[src/rtl/ipi_pkg.sv]
package ipi_pkg;
  localparam logic [7:0] OFF_STATUS = 8'h00;
  localparam logic [7:0] OFF_ENABLE = 8'h04;
  localparam logic [7:0] OFF_SET    = 8'h08;
  localparam logic [7:0] OFF_CLEAR  = 8'h0C;
  localparam logic [7:0] OFF_MBOX   = 8'h20;
  localparam logic [7:0] OFF_SEND   = 8'h40;

  typedef enum logic [2:0] {
    SEL_NONE,
    SEL_STATUS,
    SEL_ENABLE,
    SEL_SET,
    SEL_CLEAR,
    SEL_MBOX,
    SEL_SEND
  } sel_e;
endpackage

[src/rtl/ipi_decode.sv]
module ipi_decode
  import ipi_pkg::*;
#(
  parameter int MBOX_WORDS = 8,
  localparam int IDX_W = (MBOX_WORDS > 1) ? $clog2(MBOX_WORDS) : 1
) (
  input  logic [7:0]       off_i,
  output sel_e             sel_o,
  output logic [IDX_W-1:0] idx_o
);
  localparam int MBOX_SPAN = MBOX_WORDS * 4;

  logic [7:0] rel;

  always_comb begin
    rel   = off_i - OFF_MBOX;
    sel_o = SEL_NONE;
    idx_o = '0;
    if (off_i == OFF_STATUS)      sel_o = SEL_STATUS;
    else if (off_i == OFF_ENABLE) sel_o = SEL_ENABLE;
    else if (off_i == OFF_SET)    sel_o = SEL_SET;
    else if (off_i == OFF_CLEAR)  sel_o = SEL_CLEAR;
    else if (off_i == OFF_SEND)   sel_o = SEL_SEND;
    else if (off_i >= OFF_MBOX && int'(rel) < MBOX_SPAN && rel[1:0] == 2'b00) begin
      sel_o = SEL_MBOX;
      idx_o = rel[IDX_W+1:2];
    end
  end
endmodule

[src/rtl/ipi_status_ctrl.sv]
module ipi_status_ctrl #(
  parameter int DATA_W = 32
) (
  input  logic              clk,
  input  logic              rst,
  input  logic              set_wr_i,
  input  logic              clr_wr_i,
  input  logic              en_wr_i,
  input  logic [DATA_W-1:0] wdata_i,
  output logic [DATA_W-1:0] pend_o,
  output logic [DATA_W-1:0] enable_o,
  output logic              irq_o
);
  logic [DATA_W-1:0] set_nxt;
  logic [DATA_W-1:0] clr_nxt;

  always_comb begin
    set_nxt = pend_o | wdata_i;
    clr_nxt = pend_o & ~wdata_i;
  end

  always_ff @(posedge clk) begin
    if (rst) begin
      pend_o   <= '0;
      enable_o <= '0;
      irq_o    <= 1'b0;
    end else begin
      if (en_wr_i) enable_o <= wdata_i;
      if (set_wr_i) begin
        pend_o <= set_nxt;
        if (|(set_nxt & enable_o)) irq_o <= 1'b1;
      end else if (clr_wr_i) begin
        pend_o <= clr_nxt;
        if (clr_nxt == '0 && enable_o != '0) irq_o <= 1'b0;
      end
    end
  end
endmodule

[src/rtl/ipi_mailbox.sv]
module ipi_mailbox #(
  parameter int DATA_W     = 32,
  parameter int MBOX_WORDS = 8,
  localparam int IDX_W = (MBOX_WORDS > 1) ? $clog2(MBOX_WORDS) : 1
) (
  input  logic              clk,
  input  logic              rst,
  input  logic              we_i,
  input  logic [IDX_W-1:0]  idx_i,
  input  logic [DATA_W-1:0] wdata_i,
  output logic [DATA_W-1:0] rdata_o
);
  logic [DATA_W-1:0] words [MBOX_WORDS];

  for (genvar k = 0; k < MBOX_WORDS; k++) begin : g_word
    always_ff @(posedge clk) begin
      if (rst) words[k] <= '0;
      else if (we_i && int'(idx_i) == k) words[k] <= wdata_i;
    end
  end

  always_comb begin
    rdata_o = '0;
    for (int k = 0; k < MBOX_WORDS; k++)
      if (int'(idx_i) == k) rdata_o = words[k];
  end
endmodule

[src/rtl/ipi_regbank.sv]
module ipi_regbank
  import ipi_pkg::*;
#(
  parameter int ADDR_W     = 16,
  parameter int DATA_W     = 32,
  parameter int MBOX_WORDS = 8
) (
  input  logic              clk,
  input  logic              rst,
  input  logic [ADDR_W-1:0] addr_i,
  input  logic              wr_en_i,
  input  logic [DATA_W-1:0] wr_data_i,
  input  logic              rd_en_i,
  output logic [DATA_W-1:0] rd_data_o,
  output logic              irq_o,
  output logic              err_o,
  output logic              send_stb_o,
  output logic [DATA_W-1:0] send_data_o
);
  localparam int IDX_W = (MBOX_WORDS > 1) ? $clog2(MBOX_WORDS) : 1;

  sel_e              sel;
  logic [IDX_W-1:0]  idx;
  logic [DATA_W-1:0] pend;
  logic [DATA_W-1:0] enable;
  logic [DATA_W-1:0] mbox_rd;
  logic [DATA_W-1:0] rd_nxt;
  logic              unused_addr_hi;

  if (ADDR_W > 8) begin : g_hi
    assign unused_addr_hi = ^addr_i[ADDR_W-1:8];
  end else begin : g_nohi
    assign unused_addr_hi = 1'b0;
  end

  ipi_decode #(.MBOX_WORDS(MBOX_WORDS)) u_decode (
    .off_i (addr_i[7:0]),
    .sel_o (sel),
    .idx_o (idx)
  );

  ipi_status_ctrl #(.DATA_W(DATA_W)) u_status (
    .clk      (clk),
    .rst      (rst),
    .set_wr_i (wr_en_i && sel == SEL_SET),
    .clr_wr_i (wr_en_i && sel == SEL_CLEAR),
    .en_wr_i  (wr_en_i && sel == SEL_ENABLE),
    .wdata_i  (wr_data_i),
    .pend_o   (pend),
    .enable_o (enable),
    .irq_o    (irq_o)
  );

  ipi_mailbox #(.DATA_W(DATA_W), .MBOX_WORDS(MBOX_WORDS)) u_mbox (
    .clk     (clk),
    .rst     (rst),
    .we_i    (wr_en_i && sel == SEL_MBOX),
    .idx_i   (idx),
    .wdata_i (wr_data_i),
    .rdata_o (mbox_rd)
  );

  always_comb begin
    case (sel)
      SEL_STATUS: rd_nxt = pend;
      SEL_ENABLE: rd_nxt = enable;
      SEL_MBOX:   rd_nxt = mbox_rd;
      default:    rd_nxt = '0;
    endcase
  end

  always_ff @(posedge clk) begin
    if (rst) begin
      rd_data_o   <= '0;
      err_o       <= 1'b0;
      send_stb_o  <= 1'b0;
      send_data_o <= '0;
    end else begin
      if (rd_en_i) rd_data_o <= rd_nxt;
      err_o      <= (rd_en_i || wr_en_i) && sel == SEL_NONE;
      send_stb_o <= wr_en_i && sel == SEL_SEND;
      if (wr_en_i && sel == SEL_SEND) send_data_o <= wr_data_i;
    end
  end
endmodule

[config.mk]
export PLATFORM = sky130hd
export DESIGN_NAME = ipi_regbank
export DESIGN_NICKNAME = d
export VERILOG_FILES = /design/src/rtl/ipi_pkg.sv /design/src/rtl/ipi_decode.sv /design/src/rtl/ipi_status_ctrl.sv /design/src/rtl/ipi_mailbox.sv /design/src/rtl/ipi_regbank.sv
export SDC_FILE = /design/constraint.sdc
export NUM_CORES = 1
export LEC_CHECK = 0
export BUFFER_PORTS_ARGS = -buffer_cell sky130_fd_sc_hd__clkbuf_2
export CAP_MARGIN = 5
export CORE_MARGIN = 2
export CORE_UTILIZATION = 45
export DETAILED_ROUTE_END_ITERATION = 7
export MAX_ROUTING_LAYER = met4
export SYNTH_ARGS = -nofsm -noshare
export SYNTH_HDL_FRONTEND = slang
export SYNTH_HIERARCHICAL = 1
export SYNTH_SLANG_ARGS = --single-unit
[constraint.sdc]
create_clock -name clk -period 4.6 [get_ports clk]
set_input_delay 0.46 -clock clk [delete_from_list [all_inputs] [get_ports clk]]
set_output_delay 0.46 -clock clk [all_outputs]
set_load 0.02 [all_outputs]
==> results of run 1 <==
-- worst min-delay path by stage --
stage	start	to	slack (ns)	cells after the start
after detailed placement	rd_data_o[13]$_SDFFE_PP0P_	rd_data_o[13]$_SDFFE_PP0P_	0.44	2
after global placement	rd_data_o[11]$_SDFFE_PP0P_	rd_data_o[11]$_SDFFE_PP0P_	0.44	2
after global routing	wr_data_i[1]	send_data_o[1]$_SDFFE_PP0P_	0.33	3
final	wr_data_i[5]	send_data_o[5]$_SDFFE_PP0P_	0.29	3
after floorplan	flip-flop	flip-flop	0.48	2
after CTS	wr_data_i[5]	send_data_o[5]$_SDFFE_PP0P_	0.28	3
-- where the power goes --
group / switching [mW] / internal, mW / total [mW]
sequential: 0.0434 / 3.81 / 3.86
clock: 1.39 / 2.07 / 3.47
combinational: 0.257 / 0.117 / 0.374
total: 1.69 / 6.00 / 7.70
-- cell families after synthesis --
kind of cell | share of synthesized area
simple gates | 0.203
flops | 0.540
compound gates | 0.140
buf+inv | 0.0430
mux | 0.0723
xor+xnor | 0.000459
fa+ha+maj | 0.000656
-- sequential cells by signal, summed over array words and instances (netlist names), named ones only --
| signal | cells |
|---|---|
| u_status/enable_o | 32 |
| u_mbox/words | 256 |
| send_data_o | 32 |
| rd_data_o | 32 |
| send_stb_o | 1 |
| u_status/irq_o | 1 |
| err_o | 1 |
-- routing by layer --
metal / vias to the layer above / wire (um)
li1: 6210 / -
met5: - / 0
met1: 6734 / 24500
met2: 397 / 26100
met3: 96 / 2850
met4: 0 / 1270
-- cell usage after synthesis, drive strengths merged, types with 30 or more instances --
cell type,n
o21ai,101
nand2,133
edfxtp,256
nor2,107
a2111oi,33
mux2i,67
a21oi,64
a211oi,31
clkbuf,77
dfxtp,131
a22oi,32
inv,30
and2,261
nand2b,33
mux4,31
a21boi,31
buf,56
and4bb,44
a32o,31
-- tightest hold or removal path: cells and delay by family --
kind            cells  cell delay (ns)
compound gates      1             0.06
simple gates        1             0.10
buf+inv             1             0.19
-- metrics by stage --
step	total power [mW]	cells	cell area [sq um]
after floorplan	4.11	1652	19100
after global placement	4.29	2212	20200
after detailed placement	4.30	2212	20200
after CTS	7.76	2291	21600
after global routing	7.92	2291	21600
final	7.70	2291	21600
-- final cells by class --
class,instances,share of cell area
flip-flops and latches,387,0.477
clock inverters,7,0.00388
well taps,539,0.0312
clock buffers,72,0.0615
repair buffers,154,0.0461
inverters,30,0.00521
multi-input cells,1102,0.375
-- placed cells by master (no fill, tap or decap), types with 3 or more instances in the layout --
cell,n
and2_1,257
edfxtp_1,256
nand2_1,133
dfxtp_1,131
clkbuf_2,109
nor2_1,99
mux2i_1,67
a21oi_1,64
o21ai_1,51
o21ai_0,48
clkbuf_16,46
and4bb_2,44
buf_4,36
nand2b_1,33
a22oi_1,32
a32o_1,31
mux4_2,31
a2111oi_2,31
inv_1,30
a211oi_2,29
a21boi_0,24
nor4bb_1,20
clkbuf_1,18
nand4_1,10
o22ai_1,10
nor2b_1,9
buf_12,9
clkbuf_8,8
nor4_1,8
a21boi_1,7
nor2_2,6
nor3_1,4
clkinv_1,3
and2_4,3
a31o_2,3
o21bai_4,3
or4_1,3
==> run summary, run 1 <==
Register area share after synthesis -> 0.540
Vias per cell -> 5.87
Clock Skews -> 0.0101 ns
Max incr delay on CP -> 0.64 ns
Clk root buf -> clkbuf_16
Area occupied by multi-input gates -> 0.00810 sq mm
DP HPWL -> 33100 um
Hold Fails Final Rpt -> 0
Met3 Usage GRT -> 0.0349
CTS tree -> built
WL per Instance -> 23.9 um
Worst Setup Path Type -> primary input to flip-flop
Post-Route WL -> 54700 um
Lkg Pwr -> 7.29 nW
H-tree lvl count -> 2
Post_cts resized -> 0
Slew margin rel. -> 0.278
Fraction of layout cells with a size suffix above 1 -> 0.218
CTS Hold Buffers Added -> 0
Clk slew on worst S/H paths -> 0.06 ns
CTS sink cnt -> 387
First-pass GRT wire length -> 83000 um
Peak supply drop -> 0.000251 V
Total core area -> 0.0419 sq mm
Starting Density -> 0.456
Crit path top cell by count -> and2_1
Die height -> 210 um
Max frequency -> 303 MHz
R2R depth -> 5
Fin crit share -> 0.717
Nets -> 1771
Vias -> 13.4k
Register Area -> 0.0103 sq mm
Number of detailed-route iterations in the first pass -> 5
Fin util -> 0.516
Antenna Violating Nets Remaining -> 0
Status -> complete, no violations
PortBufs -> 110
Synth warn -> 6
GP Congestion -> 0.840
WP buf/inv -> 3
Cell area after synthesis -> 0.0191 sq mm
Synth cell types -> 62
Worst setup margin -> 1.30 ns
Floorplan row count -> 75
Crit path required time -> 5.02 ns
Hold Path Class -> primary input to flip-flop
RSZ-0062 raised after global routing -> no
Synth top area share -> 0.403
Max-cap violations -> 0
R2r setup slk -> 2.71 ns
FF-to-FF End -> u_status/irq_o$_SDFFE_PP0P_
Drt initial violations -> 1172
M1 GR Usage -> 0.346
Initial antenna violation count -> 1
Met2 usage -> 0.411
Critical path startpoint -> addr_i[6]
# fillers -> 3707
CP Depth -> 13
Vias in the first global route -> 13.2k
CP Capture Type -> flip-flop
CTS max path bufs -> 3
Crit path capture -> u_mbox/words[0][75]$_SDFFCE_PN0P_
CP Max Fanout -> 24
Overflow after GRT -> 0
Post-route minimum period -> 3.30 ns
Die ar. -> 0.0441 sq mm
GRT Total Usage -> 0.258
Crit path DAT -> 3.72 ns
CTS Buf Count -> 43
Fin. max-slew vios -> 0
IO Pins -> 119
Post-Syn Nets -> 1705
Post-synth ARST share -> 0
Worst-margin pin slew -> 1.08 ns
Worst-Skew Late Latency -> 0.56 ns
Avg Cell Area, Syn -> 11.5 sq um
Number of flops mapped to enable cells by yosys -> 256
Main area contributors after synthesis -> edfxtp_1 (40%), dfxtp_1 (14%), and2_1 (8.5%), mux4_2 (3.7%), mux2i_1 (3.5%)
Main flop type after synthesis -> edfxtp_1
Largest net degree at the start of global routing -> 75
Post-synthesis cell count -> 1652
Yosys reg bits -> 387
DRC errors left -> 0
Setup-failing EPs final -> 0
CP top delay family -> simple AND/OR/NAND/NOR gates
Ordered list of cells on the worst path -> clkbuf_2 -> inv_1 -> ha_1 -> xnor2_1 -> nand4_1 -> o21ai_4 -> and3b_2 -> and2_1 -> and2b_1 -> nand2b_1 -> nor2_2 -> buf_4 -> and2_1
Post-CTS Setup Inserts -> 0
Die W -> 210 um
Worst hold slack -> 0.295 ns
Total Neg Setup Slack -> 0 ns
Critical-path top delay cell -> nor2_2
Worst slack, placed -> 0.766 ns
CP startpoint kind -> primary input
Area Growth Syn to Fin -> 13.3%
Ant. Diodes -> 0
Post-synth top area cell -> edfxtp_1
Grt peak-use layer -> met2
Power Dens Cells -> 356 mW/mm^2
Power figures use the tool's default switching activity.
==> inputs of run 2 (changes only) <==
==> constraint.sdc (replaced) <==
create_clock -name clk -period 3.39 [get_ports clk]
set_input_delay 0.339 -clock clk [delete_from_list [all_inputs] [get_ports clk]]
set_output_delay 0.339 -clock clk [all_outputs]
set_load 0.02 [all_outputs]
==> run 2 against run 1 <==
Sequential share of layout area is 0.84 points lower. Utilization is 0.93 points higher. Wire length increased by 2.9%. Flip-flop and latch count unchanged. Die area did not move. Final cell count rose by 1.5%. Worst setup slack got worse by 0.67 ns. Total power rose by 34%. Count of clock-buffer cells in the layout down 1.
==> run summary, run 2 (synthesis results as in run 1) <==
Psw -> 2.30 mW (was 1.69 mW)
Lkg Pwr -> 7.50 nW (was 7.29 nW)
Worst Setup Path Type -> primary input to flip-flop (unchanged)
WL per Instance -> 24.2 um (was 23.9 um)
Nets -> 1805 (was 1771)
Status -> complete, no violations (unchanged)
Die height -> 210 um (unchanged)
Hold Fails Final Rpt -> 0 (unchanged)
Hold Path Class -> primary input to flip-flop (unchanged)
CTS sink cnt -> 387 (unchanged)
Largest net degree at the start of global routing -> 73 (was 75)
WP buf/inv -> 4 (was 3)
R2R depth -> 5 (unchanged)
CTS Buf Count -> 43 (unchanged)
Area Growth Syn to Fin -> 15.3% (was 13.3%)
PortBufs -> 110 (unchanged)
Most common cell after layout, fill and taps aside -> and2_1 (unchanged)
FF-to-FF End -> u_status/irq_o$_SDFFE_PP0P_ (unchanged)
Ant. Diodes -> 0 (unchanged)
Slew margin rel. -> 0.338 (was 0.278)
# fillers -> 3683 (was 3707)
Max reg flops -> 256 (unchanged)
Area occupied by multi-input gates -> 0.00810 sq mm (unchanged)
Register Area -> 0.0103 sq mm (unchanged)
Post-Route WL -> 56300 um (was 54700 um)
Overflow after GRT -> 0 (unchanged)
Max incr delay on CP -> 0.48 ns (was 0.64 ns)
Worst-margin pin slew -> 0.991 ns (was 1.08 ns)
IO Pins -> 119 (unchanged)
Ordered list of cells on the worst path -> clkbuf_2 -> inv_1 -> ha_1 -> xnor2_1 -> and4_1 -> and2_4 -> buf_4 -> buf_4 -> nand2b_1 -> a21boi_0 -> a2111oi_2 -> a21oi_1 -> a211oi_2 -> o21ai_1 (was clkbuf_2 -> inv_1 -> ha_1 -> xnor2_1 -> nand4_1 -> o21ai_4 -> and3b_2 -> and2_1 -> and2b_1 -> nand2b_1 -> nor2_2 -> buf_4 -> and2_1)
CP top delay family -> compound AO/OA/AOI/OAI gates (was simple AND/OR/NAND/NOR gates)
CTS max path bufs -> 3 (unchanged)
First-pass GRT wire length -> 84700 um (was 83000 um)
Clk root buf -> clkbuf_16 (unchanged)
Total core area -> 0.0419 sq mm (unchanged)
RSZ-0062 raised after global routing -> no (unchanged)
DRC errors left -> 0 (unchanged)
Crit path DAT -> 3.21 ns (was 3.72 ns)
Crit path capture -> rd_data_o[14]$_SDFFE_PP0P_ (was u_mbox/words[0][75]$_SDFFCE_PN0P_)
GRT Total Usage -> 0.264 (was 0.258)
Max-cap violations -> 0 (unchanged)
Post-CTS Setup Inserts -> 0 (unchanged)
Most frequent cells in the layout -> and2_1 (257), edfxtp_1 (256), nand2_1 (133) (unchanged)
Fraction of layout cells with a size suffix above 1 -> 0.233 (was 0.218)
Clk slew on worst S/H paths -> 0.06 ns (about the same)
Cell Int Power -> 8.00 mW (was 6.00 mW)
Crit path top cell by count -> buf_4 (was and2_1)
Largest register by flop count -> u_mbox/words (unchanged)
Total Neg Setup Slack -> 0 ns (unchanged)
Clock power share -> 0.440 (was 0.450)
H-tree lvl count -> 2 (unchanged)
Die ar. -> 0.0441 sq mm (unchanged)
Setup-failing EPs final -> 0 (unchanged)
Starting Density -> 0.456 (unchanged)
Worst setup margin -> 0.628 ns (was 1.30 ns)
R2r setup slk -> 1.44 ns (was 2.71 ns)
Worst slack, placed -> 0.0657 ns (was 0.766 ns)
Fin crit share -> 0.815
Floorplan row count -> 75 (unchanged)
CP Max Fanout -> 29 (was 24)
Worst-Skew Late Latency -> 0.57 ns (was 0.56 ns)
Antenna Violating Nets Remaining -> 0 (unchanged)
Vias per cell -> 5.90 (was 5.87)
CP Depth -> 14 (was 13)
Number of detailed-route iterations in the first pass -> 5 (unchanged)
Crit path required time -> 3.84 ns (was 5.02 ns)
Peak supply drop -> 0.000269 V (was 0.000251 V)
CP Capture Type -> flip-flop (unchanged)
Critical path startpoint -> addr_i[6] (unchanged)
CTS Hold Buffers Added -> 0 (unchanged)
Vias in the first global route -> 13.6k (was 13.2k)
Initial antenna violation count -> 0 (was 1)
Power Dens Cells -> 468 mW/mm^2 (was 356 mW/mm^2)
GP Congestion -> 0.876 (was 0.840)
Drt initial violations -> 1302 (was 1172)
Clock Skews -> 0.00869 ns (was 0.0101 ns)
DP HPWL -> 34100 um (was 33100 um)
Post_cts resized -> 0 (unchanged)
CTS tree -> built (unchanged)
Switching Fraction -> 0.223 (was 0.220)
Combinational power share -> 0.052 (was 0.049)
Vias -> 13.7k (was 13.4k)
Die W -> 210 um (unchanged)
Post-route minimum period -> 2.76 ns
Fin. max-slew vios -> 0 (unchanged)
CP startpoint kind -> primary input (unchanged)
Flop pwr share -> 0.508 (was 0.501)
Critical-path top delay cell -> and2_4 (was nor2_2)
Max frequency -> 362 MHz
-- run 2: changes by cell type in the layout (fill, tap and decap cells not counted), sizes merged --
cell,change
bufinv,-2
clkinv,+4
clkbuf,-1
buf,+34
clkinvlp,-1
-- run 2: layer usage --
metal  share of wire  up-vias  global-route usage
met4           0.026        0              0.0836
met3           0.062       91              0.0382
li1                -     6271                   -
met5               0        -                   -
met1            0.45     6910               0.357
met2            0.47      435               0.414
-- run 2: how the worst min path moves through the flow --
| stage | startpoint | to | slack [ns] | depth (start not counted) |
|---|---|---|---|---|
| floorplan | wr_data_i[10] | send_data_o[10]$_SDFFE_PP0P_ | 0.47 | 2 |
| global placement | rd_data_o[8]$_SDFFE_PP0P_ | rd_data_o[8]$_SDFFE_PP0P_ | 0.44 | 2 |
| detailed placement | rd_data_o[15]$_SDFFE_PP0P_ | rd_data_o[15]$_SDFFE_PP0P_ | 0.44 | 2 |
| CTS | wr_data_i[17] | send_data_o[17]$_SDFFE_PP0P_ | 0.15 | 3 |
| global route | wr_data_i[19] | flip-flop | 0.19 | 4 |
| finish | wr_data_i[17] | send_data_o[17]$_SDFFE_PP0P_ | 0.17 | 3 |
-- run 2: power groups by stage --
stage | clock network (mW) | logic (mW) | registers [mW]
floorplan | 0 | 0.260 | 5.32
global placement | 0 | 0.527 | 5.32
detailed placement | 0 | 0.534 | 5.33
CTS | 4.60 | 0.535 | 5.23
global route | 4.78 | 0.571 | 5.25
finish | 4.54 | 0.534 | 5.23
-- run 2: layout make-up --
class / count / share of cell area
Inverter: 30 / 0.00512
Sequential cell: 387 / 0.469
Timing Repair Buffer: 188 / 0.0654
Tap cell: 539 / 0.0307
Multi-Input combinational cell: 1102 / 0.368
Clock buffer: 71 / 0.0602
Clock inverter: 8 / 0.00159
-- run 2: metrics by stage --
step	area (sq um)	hold slack, ns	util	power (mW)	std cells
after floorplan	19100	0.475	-	5.58	1652
after global placement	20600	0.437	0.493	5.85	2246
after detailed placement	20600	0.441	0.493	5.87	2246
after CTS	22000	0.149	0.526	10.4	2325
after global routing	22000	0.191	0.526	10.6	2325
final	22000	0.170	0.526	10.3	2325
-- run 2: worst reg2reg max path: stages (launching register included) --
cell and delay [ns]:
dfxtp_1 0.34, o21ai_0 0.42, nand4_1 0.22, or4_1 0.44, o31ai_1 0.27, a21oi_1 0.11
